<file path="config.mk">
export PLATFORM = sky130hd
export DESIGN_NAME = uart_brk_rx
export DESIGN_NICKNAME = d
export VERILOG_FILES = /design/src/rtl/uart_brk_pkg.sv /design/src/rtl/uart_brk_rstsync.sv /design/src/rtl/uart_brk_insync.sv /design/src/rtl/uart_brk_ctrl.sv /design/src/rtl/uart_brk_status.sv /design/src/rtl/uart_brk_rx.sv
export SDC_FILE = /design/constraint.sdc
export NUM_CORES = 1
export LEC_CHECK = 0
export ABC_CLOCK_PERIOD_IN_PS = 2000
export BUFFER_PORTS_ARGS = -buffer_cell sky130_fd_sc_hd__buf_4
export CAP_MARGIN = 30
export CORE_MARGIN = 10
export CORE_UTILIZATION = 45
export DETAILED_ROUTE_END_ITERATION = 8
export PLACE_DENSITY_LB_ADDON = 0.3
export SLEW_MARGIN = 20
export SYNTH_ARGS = -nofsm -noshare
export SYNTH_HDL_FRONTEND = slang
export SYNTH_SLANG_ARGS = --single-unit
</file>
<file path="constraint.sdc">
create_clock -name clk -period 2 [get_ports clk]
set_input_delay 0.2 -clock clk [delete_from_list [all_inputs] [get_ports clk]]
set_output_delay 0.2 -clock clk [all_outputs]
set_load 0.005 [all_outputs]
</file>
<file path="src/rtl/uart_brk_pkg.sv">
package uart_brk_pkg;

  parameter int unsigned DW = 8;

  typedef enum logic [2:0] {
    ST_WAIT  = 3'd0,
    ST_IDLE  = 3'd1,
    ST_START = 3'd2,
    ST_DATA  = 3'd3,
    ST_STOP  = 3'd4
  } rx_state_e;

  typedef struct packed {
    logic [DW:0] bits;
    logic        stop;
    logic        brk;
  } rx_frame_t;

endpackage

</file>
<file path="src/rtl/uart_brk_rstsync.sv">
module uart_brk_rstsync #(
  parameter int unsigned STAGES = 2
) (
  input  logic clk,
  input  logic rst_n,
  output logic rst_sync_n
);

  logic [STAGES-1:0] chain_q;

  always_ff @(posedge clk or negedge rst_n) begin
    if (!rst_n) begin
      chain_q <= '0;
    end else begin
      chain_q <= {chain_q[STAGES-2:0], 1'b1};
    end
  end

  assign rst_sync_n = chain_q[STAGES-1];

endmodule

</file>
<file path="src/rtl/uart_brk_insync.sv">
module uart_brk_insync #(
  parameter int unsigned STAGES = 2
) (
  input  logic clk,
  input  logic rst_n,
  input  logic din,
  output logic dout
);

  logic [STAGES-1:0] stage_q;

  for (genvar g = 0; g < STAGES; g++) begin : g_stage
    logic stage_d;
    if (g == 0) begin : g_first
      assign stage_d = din;
    end else begin : g_next
      assign stage_d = stage_q[g-1];
    end
    always_ff @(posedge clk or negedge rst_n) begin
      if (!rst_n) begin
        stage_q[g] <= 1'b1;
      end else begin
        stage_q[g] <= stage_d;
      end
    end
  end

  assign dout = stage_q[STAGES-1];

endmodule

</file>
<file path="src/rtl/uart_brk_ctrl.sv">
module uart_brk_ctrl
  import uart_brk_pkg::*;
#(
  parameter int unsigned OVS = 16
) (
  input  logic      clk,
  input  logic      rst_n,
  input  logic      en_i,
  input  logic      tick_i,
  input  logic      line_i,
  input  logic      nine_i,
  output logic      done_o,
  output rx_frame_t frame_o,
  output logic      busy_o
);

  localparam int unsigned CW  = $clog2(OVS);
  localparam int unsigned MID = OVS / 2;
  localparam int unsigned BW  = $clog2(DW + 2);

  rx_state_e         state_q, state_d;
  logic [CW-1:0]     cnt_q, cnt_d;
  logic [BW-1:0]     idx_q, idx_d;
  logic [DW:0]       shf_q, shf_d;
  logic              done_q, done_d;
  rx_frame_t         frame_q, frame_d;
  logic [BW-1:0]     last_idx;
  logic [DW:0]       frame_bits;

  assign last_idx   = nine_i ? BW'(DW) : BW'(DW - 1);
  assign frame_bits = nine_i ? shf_q : {1'b0, shf_q[DW-1:0]};

  always_comb begin
    state_d = state_q;
    cnt_d   = cnt_q;
    idx_d   = idx_q;
    shf_d   = shf_q;
    done_d  = 1'b0;
    frame_d = frame_q;
    if (!en_i) begin
      state_d = ST_WAIT;
      cnt_d   = '0;
    end else if (tick_i) begin
      unique case (state_q)
        ST_WAIT: begin
          if (line_i) state_d = ST_IDLE;
        end
        ST_IDLE: begin
          if (!line_i) begin
            state_d = ST_START;
            cnt_d   = '0;
          end
        end
        ST_START: begin
          if (cnt_q == CW'(MID - 1)) begin
            cnt_d = '0;
            if (!line_i) begin
              state_d = ST_DATA;
              idx_d   = '0;
              shf_d   = '0;
            end else begin
              state_d = ST_IDLE;
            end
          end else begin
            cnt_d = cnt_q + 1'b1;
          end
        end
        ST_DATA: begin
          if (cnt_q == CW'(OVS - 1)) begin
            cnt_d = '0;
            for (int i = 0; i <= DW; i++) begin
              if (idx_q == BW'(i)) shf_d[i] = line_i;
            end
            if (idx_q == last_idx) begin
              state_d = ST_STOP;
            end else begin
              idx_d = idx_q + 1'b1;
            end
          end else begin
            cnt_d = cnt_q + 1'b1;
          end
        end
        ST_STOP: begin
          if (cnt_q == CW'(OVS - 1)) begin
            cnt_d         = '0;
            done_d        = 1'b1;
            frame_d.bits  = frame_bits;
            frame_d.stop  = line_i;
            frame_d.brk   = !line_i && (frame_bits == '0);
            state_d       = line_i ? ST_IDLE : ST_WAIT;
          end else begin
            cnt_d = cnt_q + 1'b1;
          end
        end
        default: state_d = ST_WAIT;
      endcase
    end
  end

  always_ff @(posedge clk or negedge rst_n) begin
    if (!rst_n) begin
      state_q <= ST_WAIT;
      cnt_q   <= '0;
      idx_q   <= '0;
      shf_q   <= '0;
      done_q  <= 1'b0;
      frame_q <= '0;
    end else begin
      state_q <= state_d;
      cnt_q   <= cnt_d;
      idx_q   <= idx_d;
      shf_q   <= shf_d;
      done_q  <= done_d;
      frame_q <= frame_d;
    end
  end

  assign done_o  = done_q;
  assign frame_o = frame_q;
  assign busy_o  = (state_q == ST_START) || (state_q == ST_DATA) ||
                   (state_q == ST_STOP);

  AST_WAIT_HOLDS_LOW: assert property (@(posedge clk) disable iff (!rst_n)
    (en_i && state_q == ST_WAIT && !line_i) |=> (state_q == ST_WAIT));
  AST_DISABLED_QUIET: assert property (@(posedge clk) disable iff (!rst_n)
    (!en_i) |=> (state_q == ST_WAIT && !done_q));
  AST_DONE_SINGLE: assert property (@(posedge clk) disable iff (!rst_n)
    done_q |=> !done_q);
  AST_BRK_NEEDS_LOW_STOP: assert property (@(posedge clk) disable iff (!rst_n)
    (done_q && frame_q.brk) |-> (!frame_q.stop && frame_q.bits == '0));

endmodule

</file>
<file path="src/rtl/uart_brk_status.sv">
module uart_brk_status
  import uart_brk_pkg::*;
(
  input  logic          clk,
  input  logic          rst_n,
  input  logic          done_i,
  input  rx_frame_t     frame_i,
  input  logic          clr_i,
  output logic [DW-1:0] data_o,
  output logic          bit9_o,
  output logic          full_o,
  output logic          fe_o,
  output logic          ovr_o,
  output logic          brk_o
);

  logic [DW-1:0] data_q, data_d;
  logic          b9_q, b9_d;
  logic          full_q, full_d;
  logic          fe_q, fe_d;
  logic          ovr_q, ovr_d;
  logic          brk_q, brk_d;
  logic          still_full;

  assign still_full = full_q && !clr_i;

  always_comb begin
    data_d = data_q;
    b9_d   = b9_q;
    full_d = full_q;
    fe_d   = fe_q;
    ovr_d  = ovr_q;
    brk_d  = brk_q;
    if (clr_i) begin
      full_d = 1'b0;
      fe_d   = 1'b0;
      ovr_d  = 1'b0;
      brk_d  = 1'b0;
    end
    if (done_i) begin
      if (still_full) begin
        ovr_d = 1'b1;
        fe_d  = fe_q | !frame_i.stop;
        brk_d = brk_q | frame_i.brk;
      end else begin
        data_d = frame_i.brk ? '0 : frame_i.bits[DW-1:0];
        b9_d   = frame_i.brk ? 1'b0 : frame_i.bits[DW];
        full_d = 1'b1;
        fe_d   = !frame_i.stop;
        brk_d  = frame_i.brk;
      end
    end
  end

  always_ff @(posedge clk or negedge rst_n) begin
    if (!rst_n) begin
      data_q <= '0;
      b9_q   <= 1'b0;
      full_q <= 1'b0;
      fe_q   <= 1'b0;
      ovr_q  <= 1'b0;
      brk_q  <= 1'b0;
    end else begin
      data_q <= data_d;
      b9_q   <= b9_d;
      full_q <= full_d;
      fe_q   <= fe_d;
      ovr_q  <= ovr_d;
      brk_q  <= brk_d;
    end
  end

  assign data_o = data_q;
  assign bit9_o = b9_q;
  assign full_o = full_q;
  assign fe_o   = fe_q;
  assign ovr_o  = ovr_q;
  assign brk_o  = brk_q;

  AST_FULL_AFTER_DONE: assert property (@(posedge clk) disable iff (!rst_n)
    done_i |=> full_q);
  AST_BRK_ZERO_DATA: assert property (@(posedge clk) disable iff (!rst_n)
    (done_i && frame_i.brk && !still_full) |=> (data_q == '0 && !b9_q));
  AST_BRK_WITH_FE: assert property (@(posedge clk) disable iff (!rst_n)
    brk_q |-> fe_q);
  AST_OVR_KEEPS_OLD: assert property (@(posedge clk) disable iff (!rst_n)
    (done_i && still_full) |=> (ovr_q && $stable(data_q) && $stable(b9_q)));
  AST_CLR_EMPTIES: assert property (@(posedge clk) disable iff (!rst_n)
    (clr_i && !done_i) |=> (!full_q && !fe_q && !ovr_q && !brk_q));

endmodule

</file>
<file path="src/rtl/uart_brk_rx.sv">
module uart_brk_rx
  import uart_brk_pkg::*;
#(
  parameter int unsigned OVS        = 16,
  parameter int unsigned SYNC_DEPTH = 2
) (
  input  logic          clk,
  input  logic          rst_n,
  input  logic          rx_en,
  input  logic          rx_line,
  input  logic          tick16,
  input  logic          nine_sel,
  input  logic          flag_clr,
  output logic [DW-1:0] rx_data,
  output logic          rx_bit9,
  output logic          rx_full,
  output logic          frame_err,
  output logic          overrun,
  output logic          brk_det,
  output logic          rx_busy
);

  logic      rst_sync_n;
  logic      line_s;
  logic      done;
  rx_frame_t frame;

  uart_brk_rstsync #(.STAGES(2)) u_rstsync (
    .clk        (clk),
    .rst_n      (rst_n),
    .rst_sync_n (rst_sync_n)
  );

  uart_brk_insync #(.STAGES(SYNC_DEPTH)) u_insync (
    .clk   (clk),
    .rst_n (rst_sync_n),
    .din   (rx_line),
    .dout  (line_s)
  );

  uart_brk_ctrl #(.OVS(OVS)) u_ctrl (
    .clk     (clk),
    .rst_n   (rst_sync_n),
    .en_i    (rx_en),
    .tick_i  (tick16),
    .line_i  (line_s),
    .nine_i  (nine_sel),
    .done_o  (done),
    .frame_o (frame),
    .busy_o  (rx_busy)
  );

  uart_brk_status u_status (
    .clk     (clk),
    .rst_n   (rst_sync_n),
    .done_i  (done),
    .frame_i (frame),
    .clr_i   (flag_clr),
    .data_o  (rx_data),
    .bit9_o  (rx_bit9),
    .full_o  (rx_full),
    .fe_o    (frame_err),
    .ovr_o   (overrun),
    .brk_o   (brk_det)
  );

endmodule

</file>
* Word level (Yosys, flattened, before mapping)
Cells that the tools add are included.
Operators by class: $add $sub $neg 2, reduce and logical (&&, ||, !) cells 27, equal/unequal tests 36, bitwise logic cells 3, muxes and demuxes 53
Operator list (number):
- 7-bit AND reduction | 11
- 4-bit 2-to-1 mux | 9
- 9-bit 2-to-1 mux | 4
- 1-bit 2-to-1 mux | 26
- 3-bit 2-to-1 mux | 8
- 2-bit by 1-bit inequality test with 1-bit output, second input constant | 12
- 4-bit by 3-bit == test with 1-bit output, second input constant | 5
- 9-bit one-hot mux with 2 select lines | 1
- 3-bit one-hot mux with 5 select lines | 1
- 3-bit by 2-bit inequality test with 1-bit output, second input constant | 4
- 4-bit one-hot mux with 3 select lines | 1
- 9-bit zero test | 1
- 4-bit by 1-bit adder with 4-bit output, second input constant | 2
- 4-bit by 2-bit == test with 1-bit output, second input constant | 2
- 4-bit == test, second input constant | 2
- 8-bit 2-to-1 mux | 1
- 4-bit one-hot mux with 2 select lines | 1
- 3-bit by 2-bit == test with 1-bit output, second input constant | 2
- 3-bit inequality test, second input constant | 2
- 4-bit by 1-bit == test with 1-bit output, second input constant | 1
- 4-bit == test | 1
- 4-bit zero test | 1
- 2-bit inequality test, second input constant | 2
- 4-bit by 2-bit inequality test with 1-bit output, second input constant | 1
- other kinds (14) | 20
Storage, ports and cells: output and inout bits 14, word-level logic and storage cells 146, register bits 49

* Longest topological paths before layout
Gate-level depths: netlist of run 1.
word-level depth 7, mapped depth 7, mapped depth without buffers 6

* Modules after synthesis
Synthesis of run 1 repeated with hierarchy kept, for this count alone.
Unflattened totals: cells, all modules 213, area, all modules 2429.8 um^2
Modules (own cells, without submodules):
- uart_brk_ctrl | cells each 167, sequential area each 800.8 um^2, instances 1, area an instance 1750.4 um^2
- uart_brk_status | cells each 41, sequential area each 325.3 um^2, instances 1, area an instance 573.0 um^2
- uart_brk_rstsync | cells each 3, sequential area each 50.0 um^2, instances 1, area an instance 53.8 um^2
- uart_brk_insync | cells each 2, sequential area each 52.6 um^2, instances 1, area an instance 52.6 um^2

* Worst setup path after synthesis of run 1
OpenSTA, ideal clock, no wires.
path kind reg-to-reg, start point register u_ctrl.state_q[0], end point register u_ctrl.frame_q, in the netlist u_ctrl.frame_o[2], period minus slack after synthesis 1950 ps, path slack 50 ps, library setup time 125 ps, path buffers 2, arrival 1825 ps, cell stages (with the launch flop) 6, path through dfrtp_1 or3b_1 or4_4 buf_6 buf_6 mux2_4
On the way: cells in the longest elaborated chain, start to end 2
Ends and longest elaborated chain:
- from (decl) | line uart_brk_ctrl.sv:21 | rx_state_e state_q, state_d;
- from (signal assigned) | line uart_brk_ctrl.sv:109 | state_q <= state_d;
- 3-bit == test | line uart_brk_ctrl.sv:44 | unique case (state_q)
- 4-bit AND reduction (no line)
- to (signal assigned) | line uart_brk_ctrl.sv:114 | frame_q <= frame_d;
- to (decl) | line uart_brk_ctrl.sv:26 | rx_frame_t frame_q, frame_d;
Every way passes these cells. A chain may end at the register's enable or synchronous reset.

* Final worst setup path of run 1
start point register u_ctrl.state_q[0], end point register u_ctrl.cnt_q[2]
On the way: cells in the longest elaborated chain, start to end 5, elaborated cells between the ends (all ways) 11, classes of those cells 6 x eq/ne; 3 x mux; 2 x reduce/logical
Ends and longest elaborated chain:
- 3-bit == test / 3-bit by 2-bit == test with 1-bit output (equally long branches) | line uart_brk_ctrl.sv:44
- 2-bit OR reduction (no line)
- 4-bit one-hot mux with 3 select lines | line uart_brk_ctrl.sv:44
- 4-bit 2-to-1 mux | line uart_brk_ctrl.sv:43 | end else if (tick_i) begin
- 4-bit 2-to-1 mux | line uart_brk_ctrl.sv:40 | if (!en_i) begin
- to (signal assigned) | line uart_brk_ctrl.sv:110 | cnt_q <= cnt_d;
- to (decl) | line uart_brk_ctrl.sv:22 | logic [CW-1:0] cnt_q, cnt_d;
Several ways; a longest one is shown, not always the timed one. The select of a mux whose other input is x is not followed.

==> results of run 1 <==
==> synthesized netlist by cell type, types with 2 or more instances <==
cell,n,share of area
nor2_1,13,0.021
a21oi_1,17,0.036
mux2_4,5,0.032
nand2_1,23,0.036
dfstp_2,2,0.022
nand3_1,6,0.013
buf_6,2,0.0095
nor2b_1,4,0.011
inv_1,15,0.024
nand3b_1,2,0.0063
clkbuf_1,9,0.014
nand4_1,3,0.0079
a41oi_1,2,0.0074
ha_1,5,0.026
a32oi_1,2,0.0074
mux2_2,4,0.019
o21ai_0,37,0.078
nand2b_1,15,0.039
dfrtp_1,47,0.49
o31ai_1,2,0.0063
nor3_1,3,0.0063
==> power by group <==
group | switching (µW) | internal (µW)
clock network | 333 | 248
logic | 74.2 | 45.4
registers | 7.34 | 1000
total | 415 | 1300
==> layer usage <==
metal | up-vias | wire length [µm] | track usage
met5 | - | 0 | 0
met1 | 847 | 2150 | 0.139
met3 | 8 | 298 | 0.0347
li1 | 905 | - | -
met4 | 0 | 71 | 0.0411
met2 | 45 | 2010 | 0.173
==> flip-flops by register name (all words and copies together) (netlist names) <==
signal and flops:
u_ctrl.shf_q 9, u_status.data_o 8, u_rstsync.chain_q 2, u_status.brk_o 1
u_insync.dout 1, u_status.full_o 1, u_ctrl.done_o 1, u_status.fe_o 1
u_ctrl.idx_q 4, u_status.bit9_o 1, u_status.ovr_o 1, u_ctrl.state_q 3
u_ctrl.cnt_q 4, u_ctrl.frame_o 11, u_insync.g_stage.stage_d 1
==> through the flow <==
step	util	hold WS, ns	setup slack [ns]	total power (µW)	instances
2_1_floorplan	-	-0.0956	0.0500	1100	242
3_3_place_gp	0.517	-0.0171	0.138	1140	331
3_5_place_dp	0.517	-0.0169	0.119	1150	331
4_1_cts	0.538	0.0472	0.0986	1740	341
5_1_grt	0.539	0.0414	0.0114	1800	341
6_report	0.539	0.0563	0.0935	1710	341
==> repair_timing <==
action                                  4_1_cts  5_1_grt
hold buffers                                  2        0
gates resized for setup                       0        1
endpoints found under the setup margin        0        3
hold endpoints to repair                      3        0
==> worst paths after layout <==
kind	from	to	slack (ns)
worst max-delay path	u_ctrl.state_q[0]	u_ctrl.cnt_q[2]	0.09
worst min-delay path	flag_clr	u_status.ovr_o	0.06
worst max register to register	u_ctrl.state_q[0]	u_ctrl.cnt_q[2]	0.09
worst min register to register	u_rstsync.chain_q[1]	u_status.full_o	0.35
max in group asynchronous	u_rstsync.chain_q[1]	u_ctrl.frame_o[4]	1.25
min in group asynchronous	rst_n	u_rstsync.chain_q[1]	0.20
==> kinds of logic after synthesis <==
group                    after synthesis  share of synthesized area
flip-flops                            49                      0.517
adder cells (fa/ha/maj)                5                     0.0263
multiplexers                          10                     0.0547
other                                  1                    0.00158
buffers and inverters                 27                     0.0494
AO/OA/AOI/OAI                         72                      0.179
AND/OR/NAND/NOR                       78                      0.172
==> cell type report <==
type | instances | area, µm²
fill | 463 | 2360
tap | 70 | 87.6
sequential | 49 | 1230
multi-input combinational | 166 | 1030
timing repair buffer | 33 | 253
inverter | 15 | 56.3
clock buffer | 5 | 68.8
clock inverter | 3 | 21.3
==> key figures, run 1 <==
Outcome
  • Status: complete, no violations

Global route
  • First-pass GRT wire length: 7940 µm
  • Total track usage: 0.110
  • Global route overflow: 0
  • Largest net degree at the start of global routing: 48
  • Vias in the first global route: 1780
  • Initial antenna violation count: 0

Floorplanning
  • Die area: 8590 µm²
  • Row count: 26
  • Core ar.: 5110 µm²
  • Num ports: 21
  • Chip Width: 92.7 µm
  • Die height: 92.7 µm
  • Initial Utilization: 0.466

Synthesis
  • Yosys warning count: 0
  • Sequential share of the synthesized area: 0.517
  • Synth Register Bits: 49
  • Netlist cell types: 45
  • Mapped Nets: 254
  • Primary FF master, synth: dfrtp_1
  • Fraction of registers with async set/reset: 1.00
  • Post-Syn Instances: 242
  • Synthesized area: 2380 µm²
  • EDFF count, synth: 0
  • Avg Synthesized Cell Area: 9.83 µm²

Drt
  • Antenna violation net count after detailed routing: 0
  • Routed length per instance: 13.3 µm
  • Vias: 1805
  • First-pass DRT Iterations: 4
  • Starting DRT DRC Count: 94
  • Final WL: 4520 µm
  • DRC errors left: 0
  • Drt via density: 5.29

STA
  • Post-layout min period: 1.91 ns
  • Final Max Tran Viols: 0
  • Final Setup Violations: 0
  • Final worst-path cycle share: 0.953
  • RSZ-0062 raised after global routing: no
  • Worst-Margin Slew: 0.586 ns
  • Relative slew slack: 0.610
  • Post-Route Skew: 0.00966 ns
  • Final hold viol count: 0
  • Setup TNS Final: 0 ns
  • Max Freq: 0.525 GHz

Finish
  • Area grow syn2layout: 15.7%
  • Design area: 2750 µm²
  • Net count reported at finish: 282
  • Layout cells sized above 1: 0.199
  • Commonest non-fill, non-tap cell in the layout: dfrtp_1
  • Antenna Cells: 0
  • Most frequent cells in the layout: 46 x dfrtp_1, 37 x o21ai_0, 31 x buf_4

Worst setup path
  • CP peak stage delay: 0.49 ns
  • Worst-path cell with the longest stage delay: or4b_1
  • Kind of end point of the critical path: register
  • Data arrival time of the worst path: 2.14 ns
  • Critical Path RT: 2.24 ns
  • WP depth: 5
  • Critical-path cell list: buf_4, nor3b_1, o21ai_0, or4b_1, a21oi_1
  • Worst r2r path cells: 5
  • Crit Path Max Fanout: 12
  • Nature of the critical path startpoint: register
  • Crit path buf inv count: 1
  • Critical path's top delay family: simple AND/OR/NAND/NOR gates
  • Crit Path Category: register to register

CTS
  • Setup Buffers After CTS: 0
  • CTS tree: done
  • Clk slew on worst S/H paths: 0.10 ns
  • Number of H-tree levels: 2
  • Total CTS buffers: 5
  • Clk sinks: 49
  • Root Buffer: clkbuf_8
  • Clock Latency Late Sink: 0.30 ns
  • Clock Tree Buf Depth: 2

Power
  • PD cells: 622 nW/µm²
  • LEAKAGE: 0.00127 µW
  • Worst VDD drop: 0.329 mV

Run
  • Maxcap violations: 0

Placed design
  • # port buffers: 20
  • Post-DP HPWL: 3320 µm
  • DP Area: 2640 µm²
  • Placer Congestion: 0.835

Hold path
  • Hold WC Path Type: input pin to register
  • Hold Path Depth: 2
Note: power is estimated with default switching activity, not from simulation.
==> run 2: changes to the inputs <==
--- a/config.mk
+++ b/config.mk
@@ -9,9 +9,10 @@
 export BUFFER_PORTS_ARGS = -buffer_cell sky130_fd_sc_hd__buf_4
 export CAP_MARGIN = 30
 export CORE_MARGIN = 10
-export CORE_UTILIZATION = 45
+export CORE_UTILIZATION = 40
 export DETAILED_ROUTE_END_ITERATION = 8
 export PLACE_DENSITY_LB_ADDON = 0.3
+export RECOVER_POWER = 50
 export SLEW_MARGIN = 20
 export SYNTH_ARGS = -nofsm -noshare
 export SYNTH_HDL_FRONTEND = slang
==> run 2 against run 1 <==
  * First-iteration DRC count is 4.3% lower
  * Worst setup slack gained 0.015 ns
  * Final cell count up 2.1%
  * Power is 0.33% higher
  * Core utilization down 6.6 points
  * Via count barely moved
  * Critical endpoint is now u_ctrl.frame_o[4]
==> key figures, run 2 (synthesized netlist as in run 1, its figures left out) <==
Finish
  • FILL cells: 578
  • Multi-input gate area: 1040 µm²
  • Area grow syn2layout: 16.3%
  • Fin util: 0.473
  • Net count reported at finish: 284
  • Design area: 2770 µm²
  • Largest register FFs: 11
  • Antenna Cells: 0
  • Most frequent cells in the layout: 47 x dfrtp_1, 32 x o21ai_0, 23 x nand2_1
  • Layout cells sized above 1: 0.194
  • Sequential cell area: 1230 µm²
  • Commonest non-fill, non-tap cell in the layout: dfrtp_1

Worst setup path
  • WP depth: 3
  • Crit Path Max Fanout: 14
  • Nature of the critical path startpoint: register
  • Worst r2r path cells: 3
  • Kind of end point of the critical path: register
  • Crit path launch: u_ctrl.state_q[0]
  • R2r startpoint: u_ctrl.state_q[0]
  • Critical path's top delay family: simple AND/OR/NAND/NOR gates
  • Data arrival time of the worst path: 2.09 ns
  • Crit path buf inv count: 0
  • Crit path to: u_ctrl.frame_o[4]
  • Critical Path RT: 2.19 ns
  • Critical-path cell list: or3b_1, or4_4, mux2_4
  • R2R Setup Slk: 0.11 ns
  • CP peak stage delay: 0.65 ns
  • Worst R2R End: u_ctrl.frame_o[4]
  • Crit Path Category: register to register
  • Worst-path cell with the longest stage delay: or4_4

Power
  • Int Pwr: 1300 µW
  • Worst VDD drop: 0.261 mV
  • Total power: 1720 µW
  • Comb pwr share: 0.065
  • NetSw: 420 µW
  • Clk pwr share: 0.339
  • LEAKAGE: 0.00126 µW
  • Sequential share of power: 0.595
  • PD cells: 620 nW/µm²
  • Switch share: 0.245

STA
  • Final worst-path cycle share: 0.946
  • RSZ-0062 raised after global routing: yes
  • Relative slew slack: 0.0714
  • Worst Hold Slack: 0.0596 ns
  • Final hold viol count: 0
  • Final Max Tran Viols: 0
  • Post-Route Skew: 0.00538 ns
  • Post-layout min period: 1.89 ns
  • Worst-Margin Slew: 1.39 ns
  • Final Setup Violations: 0
  • Max Freq: 0.529 GHz

Floorplanning
  • Die height: 97.1 µm
  • Core ar.: 5850 µm²
  • Die area: 9430 µm²
  • Initial Utilization: 0.407
  • Chip Width: 97.1 µm
  • Num ports: 21
  • Row count: 28

Drt
  • Final WL: 4680 µm
  • Drt via density: 5.19
  • Routed length per instance: 13.5 µm
  • Vias: 1806
  • Antenna violation net count after detailed routing: 0
  • DRC errors left: 0
  • First-pass DRT Iterations: 4
  • Starting DRT DRC Count: 90

Hold path
  • Hold WC Path Type: input pin to register

Outcome
  • Status: complete, no violations

Global route
  • First-pass GRT wire length: 8560 µm
  • Largest net degree at the start of global routing: 36
  • Vias in the first global route: 1809
  • Initial antenna violation count: 0
  • Global route overflow: 0
  • Total track usage: 0.106

CTS
  • Clk sinks: 49
  • Number of H-tree levels: 2
  • CTS tree: done
  • Total CTS buffers: 5
  • Root Buffer: clkbuf_8
  • Clock Tree Buf Depth: 2
  • Clock Latency Late Sink: 0.30 ns
  • Clk slew on worst S/H paths: 0.09 ns

Placed design
  • # port buffers: 20
  • Placer Congestion: 0.812
  • Post-DP HPWL: 3480 µm
  • DP Area: 2660 µm²

Run
  • Maxcap violations: 0
==> run 2: cell types whose count changed in the layout (fill, tap and decap cells not counted), sizes merged <==
cell      delta
clkinvlp     +1
buf         -12
clkinv       -1
inv          -1
clkbuf      +15
==> run 2: stage by stage <==
step | setup TNS (ns) | setup WS (ns) | std cells
6_report | 0 | 0.108 | 348
4_1_cts | 0 | 0.103 | 348
3_5_place_dp | 0 | 0.122 | 338
3_3_place_gp | 0 | 0.120 | 338
5_1_grt | -0.00383 | -0.00383 | 348
2_1_floorplan | 0 | 0.0500 | 242
==> run 2: per-layer routing <==
metal  wire length [µm]  global-route usage  vias to the layer above  share of wire
met5                  0                   0                        -              0
met4                 48              0.0477                        0          0.010
met3                315              0.0292                        4          0.067
met2               2060               0.159                       53           0.44
met1               2260               0.137                      837           0.48
li1                   -                   -                      912              -
==> run 2: worst min-delay path by stage <==
stage / start / to / slack [ns] / cells after the start
final: flag_clr / u_status.ovr_o / 0.06 / 2
after global routing: flag_clr / u_status.ovr_o / 0.05 / 2
after global placement: rst_n / u_rstsync.chain_q[0] / -0.02 / 1
after detailed placement: rst_n / u_rstsync.chain_q[0] / -0.02 / 1
after floorplan: rst_n / u_rstsync.chain_q[0] / -0.1 / 0
after CTS: flag_clr / u_status.ovr_o / 0.05 / 2
==> run 2: worst register-to-register path, stage by stage, from the launching register on <==
cell and delay, ns:
dfrtp_1 0.41, or3b_1 0.38, or4_4 0.65, mux2_4 0.34
==> run 2: power groups by stage <==
stage	logic [µW]	registers, µW	clock network [µW]
finish	112	1020	582
CTS	113	1020	612
global placement	109	1040	0
global route	126	1030	649
detailed placement	109	1040	0
floorplan	60.2	1040	0
==> run 2: final cells by class <==
cell class / count / area share
timing repair buffer: 35 / 0.0941
clock inverter: 2 / 0.00543
tap: 75 / 0.0339
clock buffer: 6 / 0.0262
sequential: 49 / 0.444
multi-input combinational: 166 / 0.376
inverter: 15 / 0.0204
==> run 2: repair_timing <==
action,4_1_cts,5_1_grt
resized for setup,0,7
hold buffers,2,0
hold endpoints to repair,3,0
setup buffers,0,0
setup endpoints to repair,0,10
